## src/rtl/sqarb_pkg.sv

```systemverilog
package sqarb_pkg;
  localparam int NUM_CAUSE = 4;

  typedef enum logic [1:0] {
    TS_RUN        = 2'd0,
    TS_TRAP_WAIT  = 2'd1,
    TS_ROB_SQ     = 2'd2,
    TS_AFTER_WAIT = 2'd3
  } tstat_e;

  typedef enum logic [2:0] {
    SC_NONE   = 3'd0,
    SC_TRAP   = 3'd1,
    SC_XWRITE = 3'd2,
    SC_AFTER  = 3'd3,
    SC_EXEC   = 3'd4
  } cause_e;
endpackage

```

## src/rtl/sqarb_prio.sv

```systemverilog
module sqarb_prio
  import sqarb_pkg::*;
(
  input  logic [NUM_CAUSE-1:0] req,
  output logic [NUM_CAUSE-1:0] grant,
  output cause_e               cause
);
  // Index 0 is the highest priority; scanning downward lets the lowest index win.
  always_comb begin
    grant = '0;
    cause = SC_NONE;
    for (int i = NUM_CAUSE - 1; i >= 0; i--) begin
      if (req[i]) begin
        grant    = '0;
        grant[i] = 1'b1;
        cause    = cause_e'(3'(i + 1));
      end
    end
  end
endmodule

```

## src/rtl/sqarb_bound.sv

```systemverilog
module sqarb_bound #(
  parameter int SEQ_W = 16
) (
  input  logic             rob_empty,
  input  logic [SEQ_W-1:0] head_seq,
  input  logic [SEQ_W-1:0] last_commit_seq,
  input  logic [SEQ_W-1:0] exe_seq,
  input  logic             exe_incl,
  output logic [SEQ_W-1:0] whole_bound,
  output logic [SEQ_W-1:0] exe_bound
);
  localparam logic [SEQ_W-1:0] ONE = SEQ_W'(1);

  always_comb begin
    whole_bound = rob_empty ? last_commit_seq : (head_seq - ONE);
    exe_bound   = exe_incl ? (exe_seq - ONE) : exe_seq;
  end
endmodule

```

## src/rtl/sqarb_thread.sv

```systemverilog
module sqarb_thread
  import sqarb_pkg::*;
#(
  parameter int SEQ_W = 16,
  parameter int PC_W  = 32
) (
  input  logic             clk,
  input  logic             rst_n,
  input  logic             trap_sq,
  input  logic             xwrite_sq,
  input  logic             sqafter_set,
  input  logic             trap_wait_set,
  input  logic             exe_sq,
  input  logic [SEQ_W-1:0] exe_seq,
  input  logic             exe_incl,
  input  logic             exe_mispred,
  input  logic             exe_uncond,
  input  logic             exe_taken,
  input  logic [PC_W-1:0]  exe_pc,
  input  logic [PC_W-1:0]  cur_pc,
  input  logic             rob_empty,
  input  logic [SEQ_W-1:0] rob_head_seq,
  input  logic [SEQ_W-1:0] last_commit_seq,
  input  logic             ins_valid,
  input  logic [SEQ_W-1:0] ins_seq,
  input  logic             rob_sq_done,
  output logic             sq,
  output logic             robsq,
  output logic [SEQ_W-1:0] done_seq,
  output logic [2:0]       cause,
  output logic             taken,
  output logic             mispred,
  output logic [PC_W-1:0]  pc,
  output logic [1:0]       status,
  output logic             commit_ok
);
  tstat_e               stat_q, stat_d;
  logic [SEQ_W-1:0]     young_q, young_d;
  logic                 sq_q, robsq_q, taken_q, mispred_q;
  logic                 sq_d, robsq_d, taken_d, mispred_d;
  logic [SEQ_W-1:0]     done_q, done_d;
  cause_e               cause_q, cause_d;
  logic [PC_W-1:0]      pc_q, pc_d;
  logic                 out_en;

  logic [NUM_CAUSE-1:0] req, grant;
  cause_e               win;
  logic [SEQ_W-1:0]     whole_bound, exe_bound;
  logic                 exe_ok, accept, is_exec;

  assign exe_ok = exe_sq && (stat_q != TS_TRAP_WAIT) && (exe_seq <= young_q);
  assign req    = {exe_ok, (stat_q == TS_AFTER_WAIT), xwrite_sq, trap_sq};

  sqarb_prio u_prio (
    .req   (req),
    .grant (grant),
    .cause (win)
  );

  sqarb_bound #(.SEQ_W(SEQ_W)) u_bound (
    .rob_empty       (rob_empty),
    .head_seq        (rob_head_seq),
    .last_commit_seq (last_commit_seq),
    .exe_seq         (exe_seq),
    .exe_incl        (exe_incl),
    .whole_bound     (whole_bound),
    .exe_bound       (exe_bound)
  );

  assign accept  = |grant;
  assign is_exec = grant[3];

  // Next-state logic
  always_comb begin
    stat_d = stat_q;
    if (accept) begin
      stat_d = TS_ROB_SQ;
    end else if (stat_q == TS_ROB_SQ) begin
      if (rob_sq_done) stat_d = TS_RUN;
    end else if (stat_q == TS_RUN) begin
      if (trap_wait_set)    stat_d = TS_TRAP_WAIT;
      else if (sqafter_set) stat_d = TS_AFTER_WAIT;
    end

    young_d = young_q;
    if (accept)
      young_d = is_exec ? exe_bound : last_commit_seq;
    else if (ins_valid && (stat_q != TS_ROB_SQ) && (stat_q != TS_TRAP_WAIT))
      young_d = ins_seq;

    sq_d      = accept;
    robsq_d   = accept || ((stat_q == TS_ROB_SQ) && !rob_sq_done);
    out_en    = accept;
    done_d    = is_exec ? exe_bound : whole_bound;
    cause_d   = win;
    mispred_d = is_exec && exe_mispred;
    taken_d   = is_exec && (exe_taken || (exe_mispred && exe_uncond));
    pc_d      = is_exec ? exe_pc : cur_pc;
  end

  // Registers
  always_ff @(posedge clk or negedge rst_n) begin
    if (!rst_n) begin
      stat_q    <= TS_RUN;
      young_q   <= '0;
      sq_q      <= 1'b0;
      robsq_q   <= 1'b0;
      done_q    <= '0;
      cause_q   <= SC_NONE;
      mispred_q <= 1'b0;
      taken_q   <= 1'b0;
      pc_q      <= '0;
    end else begin
      stat_q  <= stat_d;
      young_q <= young_d;
      sq_q    <= sq_d;
      robsq_q <= robsq_d;
      if (out_en) begin
        done_q    <= done_d;
        cause_q   <= cause_d;
        mispred_q <= mispred_d;
        taken_q   <= taken_d;
        pc_q      <= pc_d;
      end
    end
  end

  assign sq        = sq_q;
  assign robsq     = robsq_q;
  assign done_seq  = done_q;
  assign cause     = cause_q;
  assign taken     = taken_q;
  assign mispred   = mispred_q;
  assign pc        = pc_q;
  assign status    = stat_q;
  assign commit_ok = (stat_q != TS_ROB_SQ);

  // one winner at most, and a trap request always wins
  a_r1_onehot_grant: assert property (@(posedge clk) disable iff (!rst_n)
    $onehot0(grant));
  a_r1_trap_wins: assert property (@(posedge clk) disable iff (!rst_n)
    trap_sq |=> (sq && cause == SC_TRAP));
  // request exclusivity assumptions
  a_r2_trap_xwrite_excl: assert property (@(posedge clk) disable iff (!rst_n)
    !(trap_sq && xwrite_sq));
  a_r2_no_xwrite_in_trap_wait: assert property (@(posedge clk) disable iff (!rst_n)
    !(xwrite_sq && stat_q == TS_TRAP_WAIT));
  // trap-wait blocks an execute squash
  a_r3_trap_wait_blocks_exe: assert property (@(posedge clk) disable iff (!rst_n)
    (stat_q == TS_TRAP_WAIT && !trap_sq) |=> !sq);
  // youngest follows an execute boundary
  a_r4_young_is_bound: assert property (@(posedge clk) disable iff (!rst_n)
    (sq && cause == SC_EXEC) |-> (young_q == done_seq));
  // a broadcast squash comes with the squashing status
  a_r7_sq_sets_status: assert property (@(posedge clk) disable iff (!rst_n)
    sq |-> (stat_q == TS_ROB_SQ && robsq));
  // squashing status holds until the walk completes
  a_r8_hold_until_done: assert property (@(posedge clk) disable iff (!rst_n)
    (stat_q == TS_ROB_SQ && !rob_sq_done) |=> (stat_q == TS_ROB_SQ && robsq));
endmodule

```

## src/rtl/squash_arbiter.sv

```systemverilog
module squash_arbiter #(
  parameter int NUM_THREADS = 2,
  parameter int SEQ_W       = 16,
  parameter int PC_W        = 32
) (
  input  logic                                clk,
  input  logic                                rst_n,
  input  logic [NUM_THREADS-1:0]              trap_sq_i,
  input  logic [NUM_THREADS-1:0]              xwrite_sq_i,
  input  logic [NUM_THREADS-1:0]              sqafter_set_i,
  input  logic [NUM_THREADS-1:0]              trap_wait_set_i,
  input  logic [NUM_THREADS-1:0]              exe_sq_i,
  input  logic [NUM_THREADS-1:0][SEQ_W-1:0]   exe_seq_i,
  input  logic [NUM_THREADS-1:0]              exe_incl_i,
  input  logic [NUM_THREADS-1:0]              exe_mispred_i,
  input  logic [NUM_THREADS-1:0]              exe_uncond_i,
  input  logic [NUM_THREADS-1:0]              exe_taken_i,
  input  logic [NUM_THREADS-1:0][PC_W-1:0]    exe_pc_i,
  input  logic [NUM_THREADS-1:0][PC_W-1:0]    cur_pc_i,
  input  logic [NUM_THREADS-1:0]              rob_empty_i,
  input  logic [NUM_THREADS-1:0][SEQ_W-1:0]   rob_head_seq_i,
  input  logic [NUM_THREADS-1:0][SEQ_W-1:0]   last_commit_seq_i,
  input  logic [NUM_THREADS-1:0]              ins_valid_i,
  input  logic [NUM_THREADS-1:0][SEQ_W-1:0]   ins_seq_i,
  input  logic [NUM_THREADS-1:0]              rob_sq_done_i,
  output logic [NUM_THREADS-1:0]              sq_o,
  output logic [NUM_THREADS-1:0]              robsq_o,
  output logic [NUM_THREADS-1:0][SEQ_W-1:0]   done_seq_o,
  output logic [NUM_THREADS-1:0][2:0]         cause_o,
  output logic [NUM_THREADS-1:0]              taken_o,
  output logic [NUM_THREADS-1:0]              mispred_o,
  output logic [NUM_THREADS-1:0][PC_W-1:0]    pc_o,
  output logic [NUM_THREADS-1:0][1:0]         status_o,
  output logic [NUM_THREADS-1:0]              commit_ok_o
);
  for (genvar t = 0; t < NUM_THREADS; t++) begin : g_thr
    sqarb_thread #(.SEQ_W(SEQ_W), .PC_W(PC_W)) u_thr (
      .clk             (clk),
      .rst_n           (rst_n),
      .trap_sq         (trap_sq_i[t]),
      .xwrite_sq       (xwrite_sq_i[t]),
      .sqafter_set     (sqafter_set_i[t]),
      .trap_wait_set   (trap_wait_set_i[t]),
      .exe_sq          (exe_sq_i[t]),
      .exe_seq         (exe_seq_i[t]),
      .exe_incl        (exe_incl_i[t]),
      .exe_mispred     (exe_mispred_i[t]),
      .exe_uncond      (exe_uncond_i[t]),
      .exe_taken       (exe_taken_i[t]),
      .exe_pc          (exe_pc_i[t]),
      .cur_pc          (cur_pc_i[t]),
      .rob_empty       (rob_empty_i[t]),
      .rob_head_seq    (rob_head_seq_i[t]),
      .last_commit_seq (last_commit_seq_i[t]),
      .ins_valid       (ins_valid_i[t]),
      .ins_seq         (ins_seq_i[t]),
      .rob_sq_done     (rob_sq_done_i[t]),
      .sq              (sq_o[t]),
      .robsq           (robsq_o[t]),
      .done_seq        (done_seq_o[t]),
      .cause           (cause_o[t]),
      .taken           (taken_o[t]),
      .mispred         (mispred_o[t]),
      .pc              (pc_o[t]),
      .status          (status_o[t]),
      .commit_ok       (commit_ok_o[t])
    );
  end
endmodule

```

## config.mk

```make
export PLATFORM = sky130hd
export DESIGN_NAME = squash_arbiter
export DESIGN_NICKNAME = d
export VERILOG_FILES = /design/src/rtl/sqarb_pkg.sv /design/src/rtl/sqarb_prio.sv /design/src/rtl/sqarb_bound.sv /design/src/rtl/sqarb_thread.sv /design/src/rtl/squash_arbiter.sv
export SDC_FILE = /design/constraint.sdc
export NUM_CORES = 1
export LEC_CHECK = 0
export ABC_AREA = 1
export BUFFER_PORTS_ARGS = -buffer_cell sky130_fd_sc_hd__buf_4
export CAP_MARGIN = 20
export CORE_MARGIN = 2
export CORE_UTILIZATION = 37
export CTS_BUF_LIST = sky130_fd_sc_hd__clkbuf_4 sky130_fd_sc_hd__clkbuf_8
export CTS_CLUSTER_SIZE = 25
export DETAILED_ROUTE_END_ITERATION = 10
export GPL_ROUTABILITY_DRIVEN = 0
export GPL_TIMING_DRIVEN = 0
export PLACE_DENSITY = 0.66
export RECOVER_POWER = 100
export REMOVE_ABC_BUFFERS = 1
export SETUP_SLACK_MARGIN = 0.1
export SLEW_MARGIN = 20
export SYNTH_ARGS = -nofsm -noshare
export SYNTH_HDL_FRONTEND = slang
export SYNTH_HIERARCHICAL = 1
export SYNTH_SLANG_ARGS = --single-unit
```

## constraint.sdc

```tcl
create_clock -name clk -period 7 [get_ports clk]
set_clock_uncertainty 0.15 [all_clocks]
set_input_delay 1.05 -clock clk [delete_from_list [all_inputs] [get_ports clk]]
set_output_delay 1.05 -clock clk [all_outputs]
set_load 0.03 [all_outputs]
```

# [After elaboration in Yosys (flattened, before gate mapping)]
# Cells that the tools add are included.
# W data, S select, Z words.
[totals] rom_bits=0 ram_bits=0 in_bits=282 word_cells=110 mem_count=0 latchBits=0 register_bits=146
[op_classes] n_mul=0 n_div=0 n_eq_ne=10 addsub=4 order_cmp=2 n_mux=42 n_bitwise=0 n_shift=0 n_reduce_logical=34
[op_table] operator="$mux W16" n=12
[op_table] operator="$mux W32" n=2
[op_table] operator="$sub A16 B1 Y16 const B" n=4
[op_table] operator="$le A16 B16 Y1" n=2
[op_table] operator="$mux W4" n=8
[op_table] operator="$mux W2" n=12
[op_table] operator="$mux W3" n=8
[op_table] operator="$logic_and A1 B1 Y1" n=16
[op_table] operator="$eq A2 B2 Y1 const B" n=4
[op_table] operator="$reduce_bool A4 Y1" n=2
[op_table] operator="$reduce_or A4 Y1" n=2
[op_table] operator="$ne A3 B2 Y1 const B" n=2
[op_table] operator="$reduce_and A3 Y1" n=2
[op_table] operator="$reduce_bool A3 Y1" n=2
[op_table] operator="$logic_not A2 Y1" n=2
[op_table] operator="$logic_or A1 B1 Y1" n=4
[op_table] operator="$ne A2 B1 Y1 const B" n=2
[op_table] operator="$ne A2 B2 Y1 const B" n=2
[op_table] operator="$reduce_bool A2 Y1" n=2
[op_table] operator="$logic_not A1 Y1" n=2

# [Logic depth before layout (Yosys ltp)]
[logic_depth] word_depth=10 mapped_depth=23 ltp_nobuf=20

# [By module]
# The synthesis kept the hierarchy.
[by_module_without_submodules] mod="sqarb_thread" cells_per_inst=496 seq_area_each_um2=1826.8 area_per_inst_um2=3846.2 instances=2
[by_module_without_submodules] mod="sqarb_bound" cells_per_inst=222 seq_area_each_um2=0.0 area_per_inst_um2=993.5 instances=2
[by_module_without_submodules] mod="sqarb_prio" cells_per_inst=14 seq_area_each_um2=0.0 area_per_inst_um2=60.1 instances=2

# [Worst setup path after synthesis]
# No wires, ideal clock.
[synth_path] path_type="input port to flip-flop" from="input exe_seq_i[7] (netlist bit)" to="register g_thr[0].u_thr.pc_q[0]" required_time_ns=6.768 arrival_time_ns=2.816 setup_slack_ns=3.952 cell_stages=15 path_cell_list="ha_1 > a21o_1 > nor2_1 > nand2_1 > nand2_1 > nand2_1 > a21oi_1 > nand2_1 > nor2_1 > buf_4 > buf_4 > buf_2 > buf_2 > nand2_1 > a31oi_1"
[synth_via] elab_chain_cells=7
[synth_lines] item="start: declaration" line_no="squash_arbiter.sv:13" source="input logic [NUM_THREADS-1:0][SEQ_W-1:0] exe_seq_i,"
[synth_lines] item="$le A16 B16 Y1 *" line_no="sqarb_thread.sv:51" source="assign exe_ok = exe_sq && (stat_q != TS_TRAP_WAIT) && (exe_seq <= young_q);"
[synth_lines] item="$logic_and A1 B1 Y1 *" line_no="sqarb_thread.sv:51"
[synth_lines] item="net g_thr[0].u_thr.exe_ok" line_no="sqarb_thread.sv:49" source="logic exe_ok, accept, is_exec;"
[synth_lines] item="$mux W4 * (4 in series)" line_no="sqarb_prio.sv:13" source="if (req[i]) begin"
[synth_lines] item="net g_thr[0].u_thr.grant[3]" line_no="sqarb_thread.sv:46" source="logic [NUM_CAUSE-1:0] req, grant;"
[synth_lines] item="$reduce_or A4 Y1 / $mux W32 (equally long branches)" line_no="sqarb_thread.sv:70, sqarb_thread.sv:98"
[synth_lines] item="end signal: assignment" line_no="sqarb_thread.sv:123" source="pc_q <= pc_d;"
[synth_lines] item="end: declaration" line_no="sqarb_thread.sv:43" source="logic [PC_W-1:0] pc_q, pc_d;"
# Mark *: on every way through the listed nets, which the timed path passes. The rest lies on a longest branch.
# A chain may end at the register's enable or synchronous reset.

# [Worst setup path in the final report]
[layout_path] from="input exe_seq_i[15] (netlist bit)" to="register g_thr[0].u_thr.young_q[5]"
[layout_via] elab_chain_cells=8
[layout_lines] item="$le A16 B16 Y1 *" line_no="sqarb_thread.sv:51"
[layout_lines] item="$logic_and A1 B1 Y1 *" line_no="sqarb_thread.sv:51"
[layout_lines] item="net g_thr[0].u_thr.exe_ok" line_no="sqarb_thread.sv:49"
[layout_lines] item="$mux W4 * (4 in series)" line_no="sqarb_prio.sv:13"
[layout_lines] item="$reduce_or A4 Y1 / $mux W16 (equally long branches)" line_no="sqarb_thread.sv:70, sqarb_thread.sv:87"
[layout_lines] item="$mux W16 / $reduce_bool A2 Y1 (equally long branches)"
[layout_lines] item="end signal: assignment" line_no="sqarb_thread.sv:115" source="young_q <= young_d;"
[layout_lines] item="end: declaration" line_no="sqarb_thread.sv:38" source="logic [SEQ_W-1:0] young_q, young_d;"
# Marks and branches as above.

==> flow_summary.yaml <==
global_routing:
  grt_pass1_wl_um: 53440
  grt_overflow: 0
  grt_pass1_vias: 10010
  grt_max_degree: 119
  grt_util_all_layers_pct: 23.68
  antenna_found_initial: 0
timing:
  relSlewSlack_pct: -150.1
  fin_crit_sh_pct: 76.05
  setup_viol: 0
  fin_ws_ns: 1.677
  layout_min_cycle_time_ns: 5.323
  rsz0062_at_grt: "false"
  tightest_slew_ns: 3.752
  drv_slew: 109
  clock.fmax_mhz: 187.8
  hold_violations: 0
clock_network:
  cts.sinks: 146
  cts_htree_levels: 4
  clockBufferDepth: 2
  cts_setup_buffers: 0
  path_clk_slew_ns: 0.10
  cts_hold_buf: 0
  cts_root_buf: "clkbuf_8"
  cts_tree: "done"
  clk_latency_ns: 0.45
  post_cts_resized: 0
  cts_made_buffers: 17
floorplan:
  ios: 398
  chipHeight_um: 166.7
  num_rows: 59
  core-area_um2: 26060
  initial_core_util_pct: 37.61
  die_x_um: 166.7
  dieArea_um2: 27800
setup_path:
  critPathRequiredTime_ns: 7.22
  crit_arrival_ns: 5.54
  startpoint_type: "input pin"
  reg2reg_depth: 14
  path_delay_family: "simple AND/OR/NAND/NOR gates"
  rr_endpoint: "g_thr[0].u_thr/young_q[5]"
  worstReg2RegStart: "g_thr[0].u_thr/young_q[15]"
  crit_chain: "clkbuf_1 > ha_1 > nand2_1 > nor3_1 > nand3_1 > a21oi_1 > nand2_1 > nor2_1 > nor2_4 > nand2_8 > inv_4 > nand2_4 > nor2_1 > a31oi_1"
  cpMaxStageDelayCell: "nor2_1"
  cp_num_buf_inv: 2
  cpPeakStageDelay_ns: 1.58
  path_max_fanout: 118
  path_class: "in2reg"
  r2r_slack_ns: 2.03
  end_kind: "flip-flop"
run_status:
  violations: "capacitance limit, slew limit"
  status: "finished with violations"
route:
  ant_nets: 0
  first_pass_iters: 9
  post-route-drc-count: 0
  totalWireLength_um: 33430
  wl_per_cell_um: 15.47
  num_vias: 10630
  first_iter_violations: 778
  viasPerCell: 4.920
hold_path:
  whs_endpoint: "g_thr[1].u_thr/cause[0]"
  hold_depth: 2
  hp-class: "reg2reg"
  hold_start: "g_thr[1].u_thr/cause[0]"
place:
  port_buffers: 397
  dpl_cell_area_um2: 12900
  dp.cells: 2129
  hpwl_um: 25310
  place_ws_ns: 2.022
finish:
  antenna_cells: 0
  ff_latch_area_um2: 3654
  fin_area_um2: 12820
  final_nets: 2131
  final_layout_size_suffix_gt1_share_pct: 19.28
  syn2layout_area_growth_pct: 30.85
  multi_input_area_um2: 5290
  instances_no_fill: 2161
  fillerInstances: 2791
yosys:
  yosys.area_share.xor_xnor_pct: 1.251
  syn_inst: 1464
  yosys.area_share.simple_pct: 36.31
  synth_fa_ha_area_share_pct: 4.597
  yosysSeqAreaShare_pct: 37.28
  avgSynthCellArea_um2: 6.694
  synth_top_family_by_area: "simple AND/OR/NAND/NOR gates"
  yosysWarnings: 6
  synth_area_um2: 9799
  synthMuxAreaShare_pct: 0
  yosysUniqueCellTypes: 31
  synth_compound_area_share_pct: 11.77
  synth-seq-cells: 146
power:
  p_total_w: 0.002627
  leakagePower_nw: 6.613
  peakVddDrop_mv: 0.1397
  power.density_nw_per_um2: 204.9
job:
  drv_cap: 3
## cell usage after synthesis (all sizes together)
cell type / instances / area [µm²]
a22o: 2 / 17.52
nand2: 582 / 2225
inv: 120 / 455.4
o21ai: 20 / 100.1
nand3: 38 / 200.2
clkbuf: 8 / 30.03
xor2: 12 / 105.1
buf: 62 / 375.4
dfrtp: 146 / 3654
o311ai: 2 / 17.52
a21oi: 34 / 170.2
or2: 2 / 12.51
nor3: 6 / 30.03
nand4: 10 / 75.07
a21o: 2 / 15.01
xnor2: 2 / 17.52
nand3b: 4 / 30.03
a31oi: 130 / 813.3
a311o: 2 / 20.02
nor2: 244 / 985.9
ha: 36 / 450.4
## sequential cells by signal, indices dropped and copies added (netlist names)
name and count:
g_thr.u_thr/robsq 2, g_thr.u_thr/pc 64, g_thr.u_thr/done_seq 32, g_thr.u_thr/young_q 32
g_thr.u_thr/taken 2, g_thr.u_thr/sq 2, g_thr.u_thr/cause 6, g_thr.u_thr/status 4
g_thr.u_thr/mispred 2
## cell usage in the layout (no fill, tap or decap), types with 3 or more instances in the layout
master	Yosys	routed
nand2_1	574	574
inv_4	2	4
inv_6	0	6
nand3_1	36	36
inv_2	8	6
buf_4	16	280
clkinvlp_4	0	3
o21ai_0	20	20
a31oi_1	130	130
nor2_2	10	8
a21oi_1	34	34
nor2_1	228	231
nor3_1	6	6
ha_1	36	36
inv_1	110	110
nand4_1	8	8
clkbuf_1	8	117
nor2_4	6	5
clkbuf_8	0	17
xor2_1	12	12
dfrtp_1	146	146
nand2_2	4	4
nand3b_1	4	4
## per-stage QoR
| stage | setup TNS (ns) | hold slack, ns | util [%] |
|---|---|---|---|
| 3_3_place_gp | -80.90 | 0.3070 | 49.09 |
| 4_1_cts | 0 | 0.3304 | 50.99 |
| 3_5_place_dp | 0 | 0.3093 | 49.52 |
| 2_1_floorplan | 0 | 0.3693 | - |
| 5_1_grt | 0 | 0.3627 | 49.21 |
| 6_report | 0 | 0.3248 | 49.21 |
## cells by family after synthesis
kind of cell,count (synthesis)
AO/OA/AOI/OAI,192
XOR/XNOR,14
adder cells (fa/ha/maj),36
buffers and inverters,190
flip-flops,146
AND/OR/NAND/NOR,886
## how the worst max path moves through the flow
stage	endpoint	cells past startpoint	from	slack, ns
floorplan	g_thr[0].u_thr/young_q[0]	15	exe_seq_i[7]	1.86
global placement	g_thr[0].u_thr/young_q[7]	13	exe_seq_i[15]	-0.83
detailed placement	g_thr[1].u_thr/young_q[6]	14	exe_seq_i[31]	2.02
CTS	g_thr[1].u_thr/young_q[6]	14	exe_seq_i[31]	2.51
global route	g_thr[0].u_thr/young_q[10]	14	exe_seq_i[15]	1.30
finish	g_thr[0].u_thr/young_q[5]	14	exe_seq_i[15]	1.68
## worst register-to-register path, cell delays in order, from the launching register on
cell     delay [ns]
dfrtp_1        0.36
inv_1          0.05
ha_1           0.29
nand2_1        0.10
nor3_1         0.32
nand3_1        0.19
a21oi_1        0.24
nand2_1        0.08
nor2_1         1.58
nor2_4         0.05
nand2_8        0.55
inv_4          0.29
nand2_4        0.38
nor2_1         0.09
a31oi_1        0.18
## report_power, final
group,total [W],internal (W),switching [W]
clock,0.000679,0.000297,0.000382
sequential,0.00104,0.000970,0.0000701
combinational,0.000908,0.000307,0.000600
total,0.00263,0.00157,0.00105
## layer usage
layer  global-route usage, %  share of wire, %  vias to the layer above
li1                        -                 -                     5388
met1                   31.45                45                     4844
met2                   39.44                47                      357
met3                   4.373               5.9                       43
met4                   7.009               2.3                        0
met5                       0                 0                        -
## layout make-up
cell class,instances,area share [%]
sequential,146,28.49
clock buffer,18,1.883
tap,335,3.269
inverter,120,3.591
clock inverter,14,1.103
multi-input combinational,1128,41.26
timing repair buffer,400,20.40
Note: power is estimated with default switching activity, not from simulation.
